## config.mk

```make
export PLATFORM = sky130hd
export DESIGN_NAME = fpwm_bank
export DESIGN_NICKNAME = d
export VERILOG_FILES = /design/src/rtl/fpwm_pkg.sv /design/src/rtl/fpwm_rst_sync.sv /design/src/rtl/fpwm_ctrl.sv /design/src/rtl/fpwm_phase.sv /design/src/rtl/fpwm_cmp.sv /design/src/rtl/fpwm_bank.sv
export SDC_FILE = /design/constraint.sdc
export NUM_CORES = 1
export LEC_CHECK = 0
export BUFFER_PORTS_ARGS = -buffer_cell sky130_fd_sc_hd__buf_2
export CAP_MARGIN = 15
export CORE_MARGIN = 3
export CORE_UTILIZATION = 60
export CTS_CLUSTER_SIZE = 24
export DETAILED_ROUTE_END_ITERATION = 10
export HOLD_SLACK_MARGIN = 0.06
export PLACE_DENSITY = 0.81
export SLEW_MARGIN = 20
export SYNTH_ARGS = -nofsm -noshare
export SYNTH_HDL_FRONTEND = slang
export SYNTH_SLANG_ARGS = --single-unit
export TNS_END_PERCENT = 5
```

## constraint.sdc

```tcl
create_clock -name clk -period 13.55 [get_ports clk]
set_input_delay 1.355 -clock clk [delete_from_list [all_inputs] [get_ports clk]]
set_output_delay 1.355 -clock clk [all_outputs]
set_load 0.05 [all_outputs]
```

## src/rtl/fpwm_pkg.sv

```systemverilog
package fpwm_pkg;
  localparam int WORD_W  = 32;
  localparam int INC_W   = 16;
  localparam int THR_W   = 8;
  localparam int EN_POS  = 31;
  localparam int UPD_POS = 30;
  localparam int INC_LSB = 8;
  localparam int THR_LSB = 0;

  typedef struct packed {
    logic [INC_W-1:0] inc;
    logic [THR_W-1:0] thr;
  } fpwm_timing_t;
endpackage

```

## src/rtl/fpwm_rst_sync.sv

```systemverilog
module fpwm_rst_sync #(
  parameter int STAGES = 2
) (
  input  logic clk,
  input  logic rst_ni,
  output logic rst_no
);
  logic [STAGES-1:0] chain_q;

  always_ff @(posedge clk or negedge rst_ni) begin
    if (!rst_ni) chain_q <= '0;
    else         chain_q <= {chain_q[STAGES-2:0], 1'b1};
  end

  assign rst_no = chain_q[STAGES-1];
endmodule

```

## src/rtl/fpwm_ctrl.sv

```systemverilog
module fpwm_ctrl
  import fpwm_pkg::*;
(
  input  logic         clk,
  input  logic         rst_n,
  input  logic         wr_i,
  input  logic         wr_en_i,
  input  logic         wr_upd_i,
  input  fpwm_timing_t wr_tim_i,
  input  logic         boundary_i,
  output logic         en_o,
  output logic         pend_o,
  output fpwm_timing_t shadow_o,
  output fpwm_timing_t live_o
);
  logic         en_q, en_d;
  logic         pend_q, pend_d;
  fpwm_timing_t shadow_q, shadow_d;
  fpwm_timing_t live_q, live_d;
  logic         apply;

  assign apply = boundary_i && pend_q;

  always_comb begin
    en_d     = en_q;
    pend_d   = pend_q;
    shadow_d = shadow_q;
    live_d   = live_q;
    if (apply) begin
      live_d = shadow_q;
      pend_d = 1'b0;
    end
    if (wr_i) begin
      en_d     = wr_en_i;
      shadow_d = wr_tim_i;
      if (wr_upd_i) pend_d = 1'b1;
    end
  end

  always_ff @(posedge clk or negedge rst_n) begin
    if (!rst_n) begin
      en_q     <= 1'b0;
      pend_q   <= 1'b0;
      shadow_q <= '0;
      live_q   <= '0;
    end else begin
      if (wr_i)         en_q     <= en_d;
      if (wr_i)         shadow_q <= shadow_d;
      if (wr_i || apply) pend_q  <= pend_d;
      if (apply)        live_q   <= live_d;
    end
  end

  assign en_o     = en_q;
  assign pend_o   = pend_q;
  assign shadow_o = shadow_q;
  assign live_o   = live_q;

  // the pending flag only drops at a boundary
  assert_pend_clear_at_boundary_R7: assert property (@(posedge clk) disable iff (!rst_n)
    $fell(pend_q) |-> $past(boundary_i));
  // live settings move only when a pending update meets a boundary
  assert_live_only_on_apply_R6: assert property (@(posedge clk) disable iff (!rst_n)
    !$stable(live_q) |-> $past(boundary_i && pend_q));
  // a write without the request never drops the flag by itself
  assert_no_cancel_R9: assert property (@(posedge clk) disable iff (!rst_n)
    (pend_q && !boundary_i) |=> pend_q);
endmodule

```

## src/rtl/fpwm_phase.sv

```systemverilog
module fpwm_phase #(
  parameter int ACC_W = 16
) (
  input  logic             clk,
  input  logic             rst_n,
  input  logic             en_i,
  input  logic [ACC_W-1:0] inc_i,
  output logic [ACC_W-1:0] acc_o,
  output logic             wrap_o
);
  logic [ACC_W-1:0] acc_q, acc_d;
  logic [ACC_W:0]   sum;

  assign sum = {1'b0, acc_q} + {1'b0, inc_i};

  always_comb begin
    acc_d = '0;
    if (en_i) acc_d = sum[ACC_W-1:0];
  end

  always_ff @(posedge clk or negedge rst_n) begin
    if (!rst_n) acc_q <= '0;
    else        acc_q <= acc_d;
  end

  assign acc_o  = acc_q;
  assign wrap_o = en_i && sum[ACC_W];

  // successive enabled cycles advance by the previous increment
  assert_acc_step_R4: assert property (@(posedge clk) disable iff (!rst_n)
    $past(en_i) |-> acc_q == ACC_W'($past(acc_q) + $past(inc_i)));
  // a disabled cycle leaves the accumulator at zero
  assert_idle_zero_R8: assert property (@(posedge clk) disable iff (!rst_n)
    !$past(en_i) |-> acc_q == '0);
endmodule

```

## src/rtl/fpwm_cmp.sv

```systemverilog
module fpwm_cmp #(
  parameter int THR_W = 8
) (
  input  logic             en_i,
  input  logic [THR_W-1:0] phase_hi_i,
  input  logic [THR_W-1:0] thr_i,
  output logic             out_o
);
  assign out_o = en_i && (phase_hi_i > thr_i);
endmodule

```

## src/rtl/fpwm_bank.sv

```systemverilog
module fpwm_bank
  import fpwm_pkg::*;
#(
  parameter int NUM_CH       = 4,
  parameter int STRIDE_SHIFT = 10,
  parameter int ADDR_W       = 12,
  parameter int SYNC_STAGES  = 2
) (
  input  logic              clk,
  input  logic              rst_n,
  input  logic              bus_wr,
  input  logic [ADDR_W-1:0] bus_addr,
  input  logic [31:0]       bus_wdata,
  output logic [31:0]       bus_rdata,
  output logic [NUM_CH-1:0] pwm_out
);
  localparam int SLOT_W = ADDR_W - STRIDE_SHIFT;
  localparam int ACC_W  = INC_W;

  logic              rst_int_n;
  logic              off_ok;
  logic [SLOT_W-1:0] slot;
  logic [NUM_CH-1:0] ch_sel;
  logic [NUM_CH-1:0] ch_en;
  logic [31:0]       ch_word [NUM_CH];
  fpwm_timing_t      wr_tim;
  logic              unused_rsvd;

  fpwm_rst_sync #(.STAGES(SYNC_STAGES)) u_rst_sync (
    .clk    (clk),
    .rst_ni (rst_n),
    .rst_no (rst_int_n)
  );

  assign off_ok      = (bus_addr[STRIDE_SHIFT-1:0] == '0);
  assign slot        = bus_addr[ADDR_W-1:STRIDE_SHIFT];
  assign wr_tim.inc  = bus_wdata[INC_LSB +: INC_W];
  assign wr_tim.thr  = bus_wdata[THR_LSB +: THR_W];
  assign unused_rsvd = ^bus_wdata[29:24];

  for (genvar k = 0; k < NUM_CH; k++) begin : g_ch
    logic             pend;
    logic             wrap;
    logic             boundary;
    logic [ACC_W-1:0] acc;
    fpwm_timing_t     shadow;
    fpwm_timing_t     live;

    assign ch_sel[k] = off_ok && (slot == SLOT_W'(k));
    assign boundary  = !ch_en[k] || wrap || (live.inc == '0);

    fpwm_ctrl u_ctrl (
      .clk        (clk),
      .rst_n      (rst_int_n),
      .wr_i       (bus_wr && ch_sel[k]),
      .wr_en_i    (bus_wdata[EN_POS]),
      .wr_upd_i   (bus_wdata[UPD_POS]),
      .wr_tim_i   (wr_tim),
      .boundary_i (boundary),
      .en_o       (ch_en[k]),
      .pend_o     (pend),
      .shadow_o   (shadow),
      .live_o     (live)
    );

    fpwm_phase #(.ACC_W(ACC_W)) u_phase (
      .clk    (clk),
      .rst_n  (rst_int_n),
      .en_i   (ch_en[k]),
      .inc_i  (live.inc),
      .acc_o  (acc),
      .wrap_o (wrap)
    );

    fpwm_cmp #(.THR_W(THR_W)) u_cmp (
      .en_i       (ch_en[k]),
      .phase_hi_i (acc[ACC_W-1 -: THR_W]),
      .thr_i      (live.thr),
      .out_o      (pwm_out[k])
    );

    always_comb begin
      ch_word[k]                    = '0;
      ch_word[k][EN_POS]            = ch_en[k];
      ch_word[k][UPD_POS]           = pend;
      ch_word[k][INC_LSB +: INC_W]  = shadow.inc;
      ch_word[k][THR_LSB +: THR_W]  = shadow.thr;
    end

    // a channel that was just switched off restarts from a zero phase
    assert_restart_zero_R8: assert property (@(posedge clk) disable iff (!rst_int_n)
      $fell(ch_en[k]) |=> acc == '0);
    // the output never rises while the channel is off
    assert_out_gated_R5: assert property (@(posedge clk) disable iff (!rst_int_n)
      !ch_en[k] |-> !pwm_out[k]);
  end

  always_comb begin
    bus_rdata = '0;
    for (int k = 0; k < NUM_CH; k++) begin
      if (ch_sel[k]) bus_rdata = ch_word[k];
    end
  end

  // reserved field of any read is zero
  assert_rsvd_zero_R2: assert property (@(posedge clk) disable iff (!rst_int_n)
    bus_rdata[29:24] == 6'd0);
  // at most one channel decodes any address
  assert_one_slot_R3: assert property (@(posedge clk) disable iff (!rst_int_n)
    $onehot0(ch_sel));
endmodule

```

**After elaboration in Yosys (flattened, before gate mapping)**

Cells that the tools add are included.

- Register bits: 266
- Input port bits: 47

- Add/sub/neg operators: 4
- Order comparisons: 4
- Equal/unequal tests: 3
- Multiplexer cells: 20
- Reduce and logical (&&, ||, !) cells: 42

Operator list:

| operator | number |
|---|---|
| 32-bit two-way mux | 4 |
| 16-bit by 16-bit adder with 17-bit output | 4 |
| 16-bit zero test | 4 |
| 16-bit two-way mux | 4 |
| 8-bit greater-than comparator | 4 |
| 1-bit logical AND | 20 |
| 1-bit logical OR | 12 |
| 1-bit two-way mux | 12 |
| 10-bit zero test | 1 |
| 2-bit equality test, second input constant | 2 |
| 1-bit zero test | 4 |
| 2-bit by 1-bit equality test with 1-bit output, second input constant | 1 |
| 2-bit zero test | 1 |

**Longest topological paths before layout**

Gate-level depths: netlist of the first run.

- Depth in word-level cells: 8
- Depth in mapped cells: 11
- Mapped depth without buffers: 9

**By module**

From an unflattened synthesis of the first run, not the netlist that was laid out.

- Cell total of the unflattened synthesis: 1197
- Area, all modules: 14974.4 sq um

By module, submodules not included:

| module | times used | cells each | area each (sq um) | sequential area each (sq um) |
|---|---|---|---|---|
| fpwm_ctrl | 4 | 108 | 1953.1 | 1251.2 |
| fpwm_phase (g_ch[1].u_phase ...) | 3 | 138 | 1302.5 | 400.4 |
| fpwm_phase (g_ch[0].u_phase) | 1 | 131 | 1212.4 | 400.4 |
| fpwm_bank | 1 | 109 | 1197.4 | 0.0 |
| fpwm_cmp | 4 | 27 | 197.7 | 0.0 |
| fpwm_rst_sync | 1 | 3 | 53.8 | 50.0 |

**Worst setup path after synthesis of the first run**

OpenSTA, ideal clock, no wires.

- Path type: input to output
- Start: input bus_addr[5]
- End: output bus_rdata[21]
- Arrival time: 3448 ps
- Data required time: 12195 ps
- Setup slack: 8747 ps
- Stages on the path: 6
- Path buffers: 1
- Path through: nor4_2 > nand3_2 > nor3b_4 > clkbuf_1 > a221oi_1 > a21oi_1

- Cells in the longest elaborated chain, start to end: 6
- Elaborated cells on any way between the ends: 9
- Classes of those cells: 4 x mux; 5 x reduce/logical

Ends and longest elaborated chain:

| what | line | RTL |
|---|---|---|
| start: declaration | fpwm_bank.sv:12 | `input logic [ADDR_W-1:0] bus_addr,` |
| 10-bit zero test (*) | fpwm_bank.sv:35 | `assign off_ok = (bus_addr[STRIDE_SHIFT-1:0] == '0);` |
| 1-bit logical AND | fpwm_bank.sv:49 | `assign ch_sel[k] = off_ok && (slot == SLOT_W'(k));` |
| 32-bit two-way mux (3 in series) | fpwm_bank.sv:101 | `if (ch_sel[k]) bus_rdata = ch_word[k];` |
| 32-bit two-way mux (*) | fpwm_bank.sv:101 |  |
| end: declaration | fpwm_bank.sv:14 | `output logic [31:0] bus_rdata,` |

Every way passes the cells marked *; elsewhere a longest branch is shown, timed or not.

**Final worst setup path of the first run**

- Start: input bus_addr[1]
- End: output bus_rdata[23]

Same word-level chain as after synthesis.

==> metrics.md, run 1 <==
| Metric | Value |
|---|---|
| GR Layer Usage met3 | `4.26%` |
| Delay-heaviest family, CP | `simple AND/OR/NAND/NOR gates` |
| Vias per cell | `6.63` |
| Chip width | `164 um` |
| First-pass GRT wire length | `62.6 mm` |
| Critical Path Stages | `8` |
| Cts hold-fix bufs | `0` |
| Asr flop ratio synth | `100%` |
| Port Buf Inserts | `70` |
| Post-DRT Antenna Nets | `0` |
| Final setup TNS | `0 ns` |
| Core area | `24,500 um^2` |
| Setup-failing EPs final | `0` |
| Iteration-0 DRC Markers | `1,145` |
| Total track usage | `29.0%` |
| RSZ-0062 raised after global routing | `false` |
| Placer Congestion | `0.885` |
| Antenna cells | `0` |
| Kind of critical path | `primary input to output port` |
| Vias in the first global route | `11,700` |
| Syn_area_per_cell | `10.7 um^2` |
| Drt total wl | `38.9 mm` |
| Post-DP HPWL | `27.0 mm` |
| Pwr Total | `0.00181 W` |
| Yosys top cell by area | `dfrtp_1` |
| DR pass1 iterations | `5` |
| CP cell instances | `buf_2, nor4_2, nand3_2, nor2_4, and2_1, nand2_1, nand2_1, buf_2` |
| Unique masters post-synth | `72` |
| Initial Util | `61.5%` |
| Worst R2R Path Depth | `9` |
| Most common cell in the netlist | `dfrtp_1` |
| Top flip-flop cell by instance count after synthesis | `dfrtp_1` |
| Total CTS buffers | `27` |
| Worst Hold Class | `flip-flop to flip-flop` |
| EDFF count, synth | `0` |
| Cell Area, Synth | `15,100 um^2` |
| Initial antenna violation count | `0` |
| Worst IR drop on VDD | `0.0960 mV` |
| Synth top area cells | `dfrtp_1 (44%), ha_1 (8.0%), mux2_2 (5.8%)` |
| Top Usage Layer GRT | `met2` |
| Bufs on Longest Clock Path | `3` |
| Critical Path AT | `3.80 ns` |
| CTS root buffer | `clkbuf_16` |
| Pwr Density | `110 nW/um^2` |
| Slew HR | `27.1%` |
| Final period util | `38.0%` |
| FF+latch count, synth | `266` |
| CTS tree | `yes` |
| FF-to-FF End | `g_ch[2].u_ctrl.live_o[8]` |
| Share of cells above drive strength 1 | `15.9%` |
| Nets | `1,596` |
| Crit Path Max Fanout | `37` |
| Crit-path slowest cell | `nor2_4` |
| CTS Sinks | `266` |
| LEAKAGE | `8.38 nW` |
| CP bufs+invs | `2` |
| # rows | `57` |
| Post-Synthesis Cells | `1,412` |
| Die Y | `164 um` |
| Worst Tran Pin Value | `1.09 ns` |
| Min Clock Period, post-route | `5.15 ns` |
| Post_cts resized | `0` |
| CP peak stage delay | `0.72 ns` |
| Largest net degree at the start of global routing | `81` |
| Clk slew on worst S/H paths | `0.06 ns` |
| Crit start category | `primary input` |
| Via Count | `11,900` |
| CP Data Required Time | `12.19 ns` |
| Clk Latency, worst-skew pair | `0.55 ns` |
| Max cap viols | `0` |
| Die area | `27,000 um^2` |
| Share of the synthesized area in the top cell type | `44.2%` |
| Final Max Tran Viols | `0` |
| Met2 global-route usage | `46.7%` |
| WL/cell | `21.7 um` |
| Yosys warnings | `0` |
| Slack of the worst reg-to-reg path | `10.07 ns` |
| Setup Fix Bufs, Post-CTS | `0` |
| Detailed-route DRC error count | `0` |
| Max Clock Freq | `194 MHz` |
| GRT met1 Usage | `39.4%` |
| Commonest cells in the netlist | `dfrtp_1 (266), nand2_1 (102), ha_1 (96)` |
| Critical R2R Launch | `g_ch[2].u_ctrl.live_o[8]` |
| Final clock skew | `0.0196 ns` |
| Endpoint class of the critical path | `output port` |
| Total congestion overflow | `0` |
| Final hold vios | `0` |
| Hold endpoint | `u_rst_sync.chain_q[1]` |
| WHS Path Cells | `0` |
| P&R area growth vs syn | `9.69%` |
| Status | `complete, no violations` |
| HP Start | `u_rst_sync.chain_q[0]` |
| # H-tree levels | `1` |
| Seq/Total Area, Yosys | `44.2%` |
| Io pins | `83` |
## worst register-to-register path, cell delays in order (launching register included)
cell and delay [ns]:
dfrtp_1 0.38, ha_1 0.24, inv_1 0.07, fa_1 0.39, nand2b_1 0.19, a21oi_1 0.17, a211oi_2 0.09, o31ai_2 0.48
a22o_1 0.92, mux2_2 0.43
## power breakdown
| group | leakage (nW) | total (W) | internal, W | switching (W) |
|---|---|---|---|---|
| Sequential | 3.58 | 0.000833 | 0.000818 | 0.0000147 |
| Clock | 0.476 | 0.000824 | 0.000502 | 0.000322 |
| Combinational | 4.33 | 0.000156 | 0.0000572 | 0.0000991 |
## metal layers
layer  wire length (um)  share of wire, %
met1              15800                41
met2              18600                48
met3               2690               6.9
met4               1830               4.7
met5                  0                 0
## layout make-up
cell class,instances,area [um^2]
clock buffers,35,746
fillers,1824,7950
inverters,59,221
clock inverters,13,225
repair buffers,84,463
multi-input cells,1011,7790
well taps,324,405
flip-flops and latches,266,6660
## cells in the final DEF, fill, tap and decap left out, types with 9 or more instances in the layout
cell type,n
o21a_1,9
o2111ai_1,29
and2_1,22
nand3_1,34
o211ai_2,11
dfrtp_1,265
nor4_1,18
mux2_2,78
nand2_1,102
nor2b_1,10
buf_4,12
nand2b_1,47
inv_1,59
a221oi_1,20
a22oi_1,24
o211ai_1,46
nor3_1,13
and3_1,12
xnor2_1,19
clkbuf_16,27
o22ai_1,18
a21o_1,29
nor2_1,47
o21ai_0,46
buf_2,70
a21oi_1,64
nand4_1,40
mux2_1,52
xor2_1,12
mux2i_1,27
ha_1,96
## how the worst max path moves through the flow
stage,startpoint,to
2_1_floorplan,u_rst_sync.chain_q[1],g_ch[0].u_ctrl.en_o
3_3_place_gp,bus_addr[1],bus_rdata[31]
3_5_place_dp,bus_addr[1],bus_rdata[17]
4_1_cts,bus_addr[1],bus_rdata[17]
5_1_grt,bus_addr[5],bus_rdata[23]
6_report,bus_addr[1],bus_rdata[23]
## kinds of logic (layout without fill, tap and decap cells)
group / count (synthesis) / count (layout) / share of synthesized area (%)
flip-flops: 266 / 266 / 44.2
adder cells (fa/ha/maj): 100 / 100 / 8.51
other: 2 / 7 / 0.0499
AND/OR/NAND/NOR: 363 / 363 / 12.7
AO/OA/AOI/OAI: 353 / 353 / 17.0
buffers and inverters: 140 / 191 / 4.27
XOR/XNOR: 31 / 31 / 1.80
multiplexers: 157 / 157 / 11.5
## through the flow
step	hold WS [ns]	cells	setup slack (ns)	cell area (um^2)	utilization (%)
floorplan	0.331	1417	5.59	15100	-
global placement	0.344	1743	8.41	15500	63.4
detailed placement	0.336	1743	8.35	15500	63.5
CTS	0.362	1791	8.32	16500	67.4
global route	0.377	1792	8.23	16500	67.5
finish	0.362	1792	8.40	16500	67.5
## sequential cells by signal, summed over array words and instances (netlist names)
name	count
g_ch.u_ctrl.en_o	4
g_ch.u_phase.acc_o	64
g_ch.u_ctrl.live_o	96
u_rst_sync.chain_q	2
g_ch.u_ctrl.pend_o	4
g_ch.u_ctrl.shadow_o	96
No activity file was read; power rests on OpenSTA's default activity.
==> run 2: changes to the inputs <==
==> constraint.sdc (replaced) <==
create_clock -name clk -period 5.1 [get_ports clk]
set_input_delay 0.51 -clock clk [delete_from_list [all_inputs] [get_ports clk]]
set_output_delay 0.51 -clock clk [all_outputs]
set_load 0.05 [all_outputs]
==> metrics.md, run 2 (same netlist as run 1, synthesis figures left out) <==
| Metric | Value |
|---|---|
| Status | `complete, no violations` |
| Post-DRT Antenna Nets | `0` |
| Worst Hold Class | `primary input to flip-flop` |
| Clk Latency, worst-skew pair | `0.57 ns` |
| Total congestion overflow | `0` |
| Chip width | `164 um` |
| CTS tree | `yes` |
| # fillers | `1,794` |
| Final period util | `67.8%` |
| Most common cell after layout, fill and taps aside | `dfrtp_1` |
| Kind of critical path | `flip-flop to flip-flop` |
| Clk slew on worst S/H paths | `0.06 ns` |
| Total track usage | `28.3%` |
| Max Clock Freq | `289 MHz` |
| Most frequent cells in the layout | `dfrtp_1 (265), nand2_1 (102), ha_1 (96)` |
| # rows | `57` |
| CP cell instances | `ha_1, inv_1, fa_1, nand2b_1, a21oi_1, a211oi_2, o31ai_2, a22o_1, mux2_2` |
| Final clock skew | `0.0148 ns` |
| RSZ-0062 raised after global routing | `false` |
| Crit Path Max Fanout | `24` |
| WL/cell | `21.3 um` |
| Pwr Density | `291 nW/um^2` |
| Final hold vios | `0` |
| Vias in the first global route | `11,500` |
| LEAKAGE | `8.40 nW` |
| Critical Path AT | `3.90 ns` |
| Bufs on Longest Clock Path | `3` |
| Antenna cells | `0` |
| Vias per cell | `6.49` |
| Post_cts resized | `0` |
| Share of cells above drive strength 1 | `16.4%` |
| Initial antenna violation count | `0` |
| Endpoint class of the critical path | `flip-flop` |
| Setup-failing EPs final | `0` |
| Total CTS buffers | `29` |
| Placer Congestion | `0.896` |
| Initial Util | `61.5%` |
| Slew HR | `30.6%` |
| Detailed-route DRC error count | `0` |
| Iteration-0 DRC Markers | `1,052` |
| Nets | `1,600` |
| Final setup TNS | `0 ns` |
| DR pass1 iterations | `5` |
| CTS root buffer | `clkbuf_16` |
| Hold slack | `0.224 ns` |
| Pwr Total | `0.00481 W` |
| CTS Sinks | `266` |
| Largest net degree at the start of global routing | `175` |
| Final Max Tran Viols | `0` |
| First-pass GRT wire length | `61.0 mm` |
| Port Buf Inserts | `70` |
| Drt total wl | `38.3 mm` |
| Worst IR drop on VDD | `0.336 mV` |
| Cts hold-fix bufs | `1` |
| CP Data Required Time | `5.54 ns` |
| Io pins | `83` |
| Die Y | `164 um` |
| Core area | `24,500 um^2` |
| Crit start category | `flip-flop` |
| Worst Tran Pin Value | `1.04 ns` |
| Die area | `27,000 um^2` |
| Fin cells | `1,799` |
| Via Count | `11,700` |
| Post-Place Cells | `1,745` |
| Max cap viols | `0` |
| Min Clock Period, post-route | `3.46 ns` |
| # H-tree levels | `1` |
| P&R area growth vs syn | `9.92%` |
| CP peak stage delay | `0.90 ns` |
| Setup Fix Bufs, Post-CTS | `0` |
| Post-DP HPWL | `26.6 mm` |
| Crit-path slowest cell | `a22o_1` |
[run 2: per-stage QoR]
| step | setup WS, ns | util (%) | cell area [um^2] |
|---|---|---|---|
| 2_1_floorplan | 0.738 | - | 15100 |
| 3_3_place_gp | 1.80 | 63.5 | 15500 |
| 3_5_place_dp | 1.74 | 63.5 | 15500 |
| 4_1_cts | 1.62 | 67.7 | 16500 |
| 5_1_grt | 1.51 | 67.7 | 16500 |
| 6_report | 1.64 | 67.7 | 16500 |
[run 2: worst paths after layout]
path,slack (ns),cells past startpoint,endpoint,from
worst max-delay path,1.64,9,g_ch[2].u_ctrl.live_o[11],g_ch[2].u_ctrl.live_o[8]
worst min-delay path,0.22,2,g_ch[1].u_ctrl.shadow_o[4],bus_wdata[4]
worst max register to register,1.64,9,g_ch[2].u_ctrl.live_o[11],g_ch[2].u_ctrl.live_o[8]
worst min register to register,0.27,0,g_ch[0].u_ctrl.shadow_o[18],u_rst_sync.chain_q[1]
max in group asynchronous,3.50,1,g_ch[3].u_phase.acc_o[5],u_rst_sync.chain_q[1]
min in group asynchronous,0.25,2,u_rst_sync.chain_q[1],rst_n
[run 2: layout make-up]
cell class	instances	area [um^2]	area share, %
clock inverter	18	206	1.25
clock buffer	35	788	4.76
tap	324	405	2.45
multi-input combinational	1011	7780	47.0
sequential	266	6660	40.2
inverter	59	221	1.34
timing repair buffer	86	485	2.93
[run 2: routing by layer]
layer / up-vias / share of wire, % / track usage, %
met5: - / 0 / 0
met4: 0 / 3.6 / 9.84
met3: 82 / 5.7 / 3.99
met2: 431 / 49 / 47.3
met1: 5828 / 42 / 38.2
li1: 5343 / - / -
[run 2: power breakdown]
part / internal, W / switching [W] / leakage, nW / total (W)
clock: 0.00126 / 0.000916 / 0.479 / 0.00218
combinational: 0.000153 / 0.000269 / 4.34 / 0.000422
sequential: 0.00217 / 0.0000368 / 3.58 / 0.00221
total: 0.00359 / 0.00122 / 8.40 / 0.00481
[run 2: worst max-delay path: cells and delay by family, from the launching register on]
family	cells	cell delay [ns]
AND/OR/NAND/NOR	1	0.19
multiplexers	1	0.43
buffers and inverters	1	0.07
flip-flops	1	0.40
AO/OA/AOI/OAI	4	1.60
adder cells (fa/ha/maj)	2	0.64
==> run 3: changes to the inputs <==
--- a/config.mk
+++ b/config.mk
@@ -5,14 +5,15 @@
 export SDC_FILE = /design/constraint.sdc
 export NUM_CORES = 1
 export LEC_CHECK = 0
+export ABC_AREA = 1
 export BUFFER_PORTS_ARGS = -buffer_cell sky130_fd_sc_hd__buf_2
 export CAP_MARGIN = 15
 export CORE_MARGIN = 3
-export CORE_UTILIZATION = 60
+export CORE_UTILIZATION = 56
 export CTS_CLUSTER_SIZE = 24
 export DETAILED_ROUTE_END_ITERATION = 10
 export HOLD_SLACK_MARGIN = 0.06
-export PLACE_DENSITY = 0.81
+export PLACE_DENSITY = 0.79
 export SLEW_MARGIN = 20
 export SYNTH_ARGS = -nofsm -noshare
 export SYNTH_HDL_FRONTEND = slang
==> constraint.sdc (replaced) <==
create_clock -name clk -period 2.8 [get_ports clk]
set_input_delay 0.28 -clock clk [delete_from_list [all_inputs] [get_ports clk]]
set_output_delay 0.28 -clock clk [all_outputs]
set_load 0.05 [all_outputs]
==> metrics.md, run 3 <==
| Metric | Value |
|---|---|
| GR Layer Usage met3 | `3.67%` |
| Largest net degree at the start of global routing | `63` |
| CTS Sinks | `266` |
| Post-DP Area | `15,500 um^2` |
| Seq/Total Area, Yosys | `44.7%` |
| Chip width | `169 um` |
| Hold slack | `0.0973 ns` |
| Critical Path AT | `2.23 ns` |
| Post_cts resized | `0` |
| Initial antenna violation count | `0` |
| Share of cells above drive strength 1 | `8.99%` |
| Nets | `2,117` |
| Slack of the worst reg-to-reg path | `0.45 ns` |
| Final Max Tran Viols | `0` |
| EDFF count, synth | `0` |
| Share of the synthesized area in the top cell type | `44.7%` |
| Most common cell after layout, fill and taps aside | `nand2_1` |
| Core area | `26,100 um^2` |
| HP Start | `bus_wdata[2]` |
| Min Clock Period, post-route | `2.51 ns` |
| Initial Util | `57.0%` |
| Vias per cell | `5.59` |
| Met2 global-route usage | `45.3%` |
| Finished Cell Area | `16,500 um^2` |
| Top Usage Layer GRT | `met2` |
| Crit start category | `flip-flop` |
| Cell Area, Synth | `14,900 um^2` |
| LEAKAGE | `8.91 nW` |
| Endpoint class of the critical path | `output port` |
| Setup-failing EPs final | `0` |
| Max Clock Freq | `399 MHz` |
| Critical R2R Launch | `g_ch[1].u_ctrl.live_o[8]` |
| Via Count | `13,000` |
| Total CTS buffers | `27` |
| P&R area growth vs syn | `10.9%` |
| Asr flop ratio synth | `100%` |
| Final clock skew | `0.0113 ns` |
| Most frequent cells in the layout | `nand2_1 (610), dfrtp_1 (265), nand3_1 (156)` |
| Clk slew on worst S/H paths | `0.07 ns` |
| FF-to-FF End | `g_ch[1].u_ctrl.live_o[5]` |
| Status | `complete, no violations` |
| WL/cell | `16.5 um` |
| Total congestion overflow | `0` |
| Syn_area_per_cell | `7.77 um^2` |
| Post-Synthesis Cells | `1,917` |
| Clk Latency, worst-skew pair | `0.54 ns` |
| DR pass1 iterations | `5` |
| Commonest cells in the netlist | `nand2_1 (610), dfrtp_1 (266), nand3_1 (156)` |
| # rows | `59` |
| Worst R2R Path Depth | `13` |
| RSZ-0062 raised after global routing | `false` |
| Drt total wl | `38.3 mm` |
| Worst Hold Class | `primary input to flip-flop` |
| Yosys warnings | `0` |
| Setup Fix Bufs, Post-CTS | `0` |
| Cts hold-fix bufs | `2` |
| CP Data Required Time | `2.52 ns` |
| CTS tree | `yes` |
| Placer Congestion | `0.927` |
| Final setup TNS | `0 ns` |
| Synth top area cells | `dfrtp_1 (45%), nand2_1 (15%), ha_1 (8.1%)` |
| Final hold vios | `0` |
| Crit Path Max Fanout | `2` |
| Port Buf Inserts | `70` |
| Io pins | `83` |
| Detailed-route DRC error count | `0` |
| Post-DP HPWL | `28.2 mm` |
| Antenna cells | `0` |
| WHS Path Cells | `3` |
| Top flip-flop cell by instance count after synthesis | `dfrtp_1` |
| Total track usage | `27.2%` |
| Yosys top cell by area | `dfrtp_1` |
| CTS root buffer | `clkbuf_16` |
| Unique masters post-synth | `40` |
| Hold endpoint | `g_ch[2].u_ctrl.shadow_o[2]` |
| Worst Tran Pin Value | `0.574 ns` |
| GRT met1 Usage | `35.7%` |
| Final period util | `89.5%` |
| Worst IR drop on VDD | `0.526 mV` |
| FF+latch count, synth | `266` |
| Util after Layout | `63.2%` |
| Die area | `28,600 um^2` |
| Slew HR | `61.7%` |
| Die Y | `169 um` |
| First-pass GRT wire length | `63.3 mm` |
| Post-DRT Antenna Nets | `0` |
| Kind of critical path | `flip-flop to output port` |
| # H-tree levels | `1` |
| Iteration-0 DRC Markers | `1,113` |
| Vias in the first global route | `12,600` |
| Max cap viols | `0` |
| Most common cell in the netlist | `nand2_1` |
| Pwr Density | `488 nW/um^2` |
| Bufs on Longest Clock Path | `3` |
-- run 3: kinds of logic after synthesis --
group,after synthesis,share of synthesized area (%)
buffers and inverters,243,7.09
AOI/OAI and AO/OA,317,11.4
xor gates and xnor gates,6,0.353
and+or+nand+nor,983,27.8
adders and majority gates,100,8.60
DFF,266,44.7
other,2,0.0504
-- run 3: how the worst max path moves through the flow --
stage | endpoint | slack (ns) | startpoint | cells past startpoint
after CTS | pwm_out[1] | 0.29 | g_ch[1].u_phase.acc_o[11] | 7
after detailed placement | bus_rdata[0] | 0.47 | bus_addr[5] | 12
after global routing | pwm_out[1] | 0.15 | g_ch[1].u_phase.acc_o[11] | 7
after floorplan | g_ch[0].u_ctrl.en_o | 0.14 | u_rst_sync.chain_q[1] | 0
after global placement | bus_rdata[0] | 0.50 | bus_addr[5] | 12
final | pwm_out[1] | 0.29 | g_ch[1].u_phase.acc_o[11] | 7
-- run 3: layer usage --
| metal | vias to the layer above | wire, um |
|---|---|---|
| li1 | 6389 | - |
| met1 | 6117 | 16300 |
| met2 | 392 | 17900 |
| met3 | 107 | 2120 |
| met4 | 0 | 1980 |
| met5 | - | 0 |
-- run 3: power breakdown --
part	total (W)	internal [W]	switching, W
logic	0.000215	0.0000467	0.000168
clock network	0.00398	0.00242	0.00156
registers	0.00387	0.00385	0.0000193
total	0.00807	0.00632	0.00175
-- run 3: stage by stage --
stage | cells | worst slack (ns) | power (W)
2_1_floorplan | 1922 | 0.136 | 0.00405
3_3_place_gp | 2274 | 0.500 | 0.00415
3_5_place_dp | 2274 | 0.472 | 0.00416
4_1_cts | 2326 | 0.290 | 0.00813
5_1_grt | 2326 | 0.148 | 0.00830
6_report | 2326 | 0.295 | 0.00807
-- run 3: cell type report --
class	instances	area (um^2)
inverter	162	608
timing repair buffer	100	643
tap	335	419
clock buffer	34	732
fill	2197	9600
clock inverter	16	259
sequential	266	6660
multi-input combinational	1413	7210
-- run 3: worst max-delay path, stage by stage, from the launching register on --
cell      delay [ns]
dfrtp_1         0.42
ha_1            0.32
nand2_1         0.08
o21bai_1        0.16
a21oi_1         0.16
o32ai_1         0.10
nor2_1          0.15
buf_2           0.29
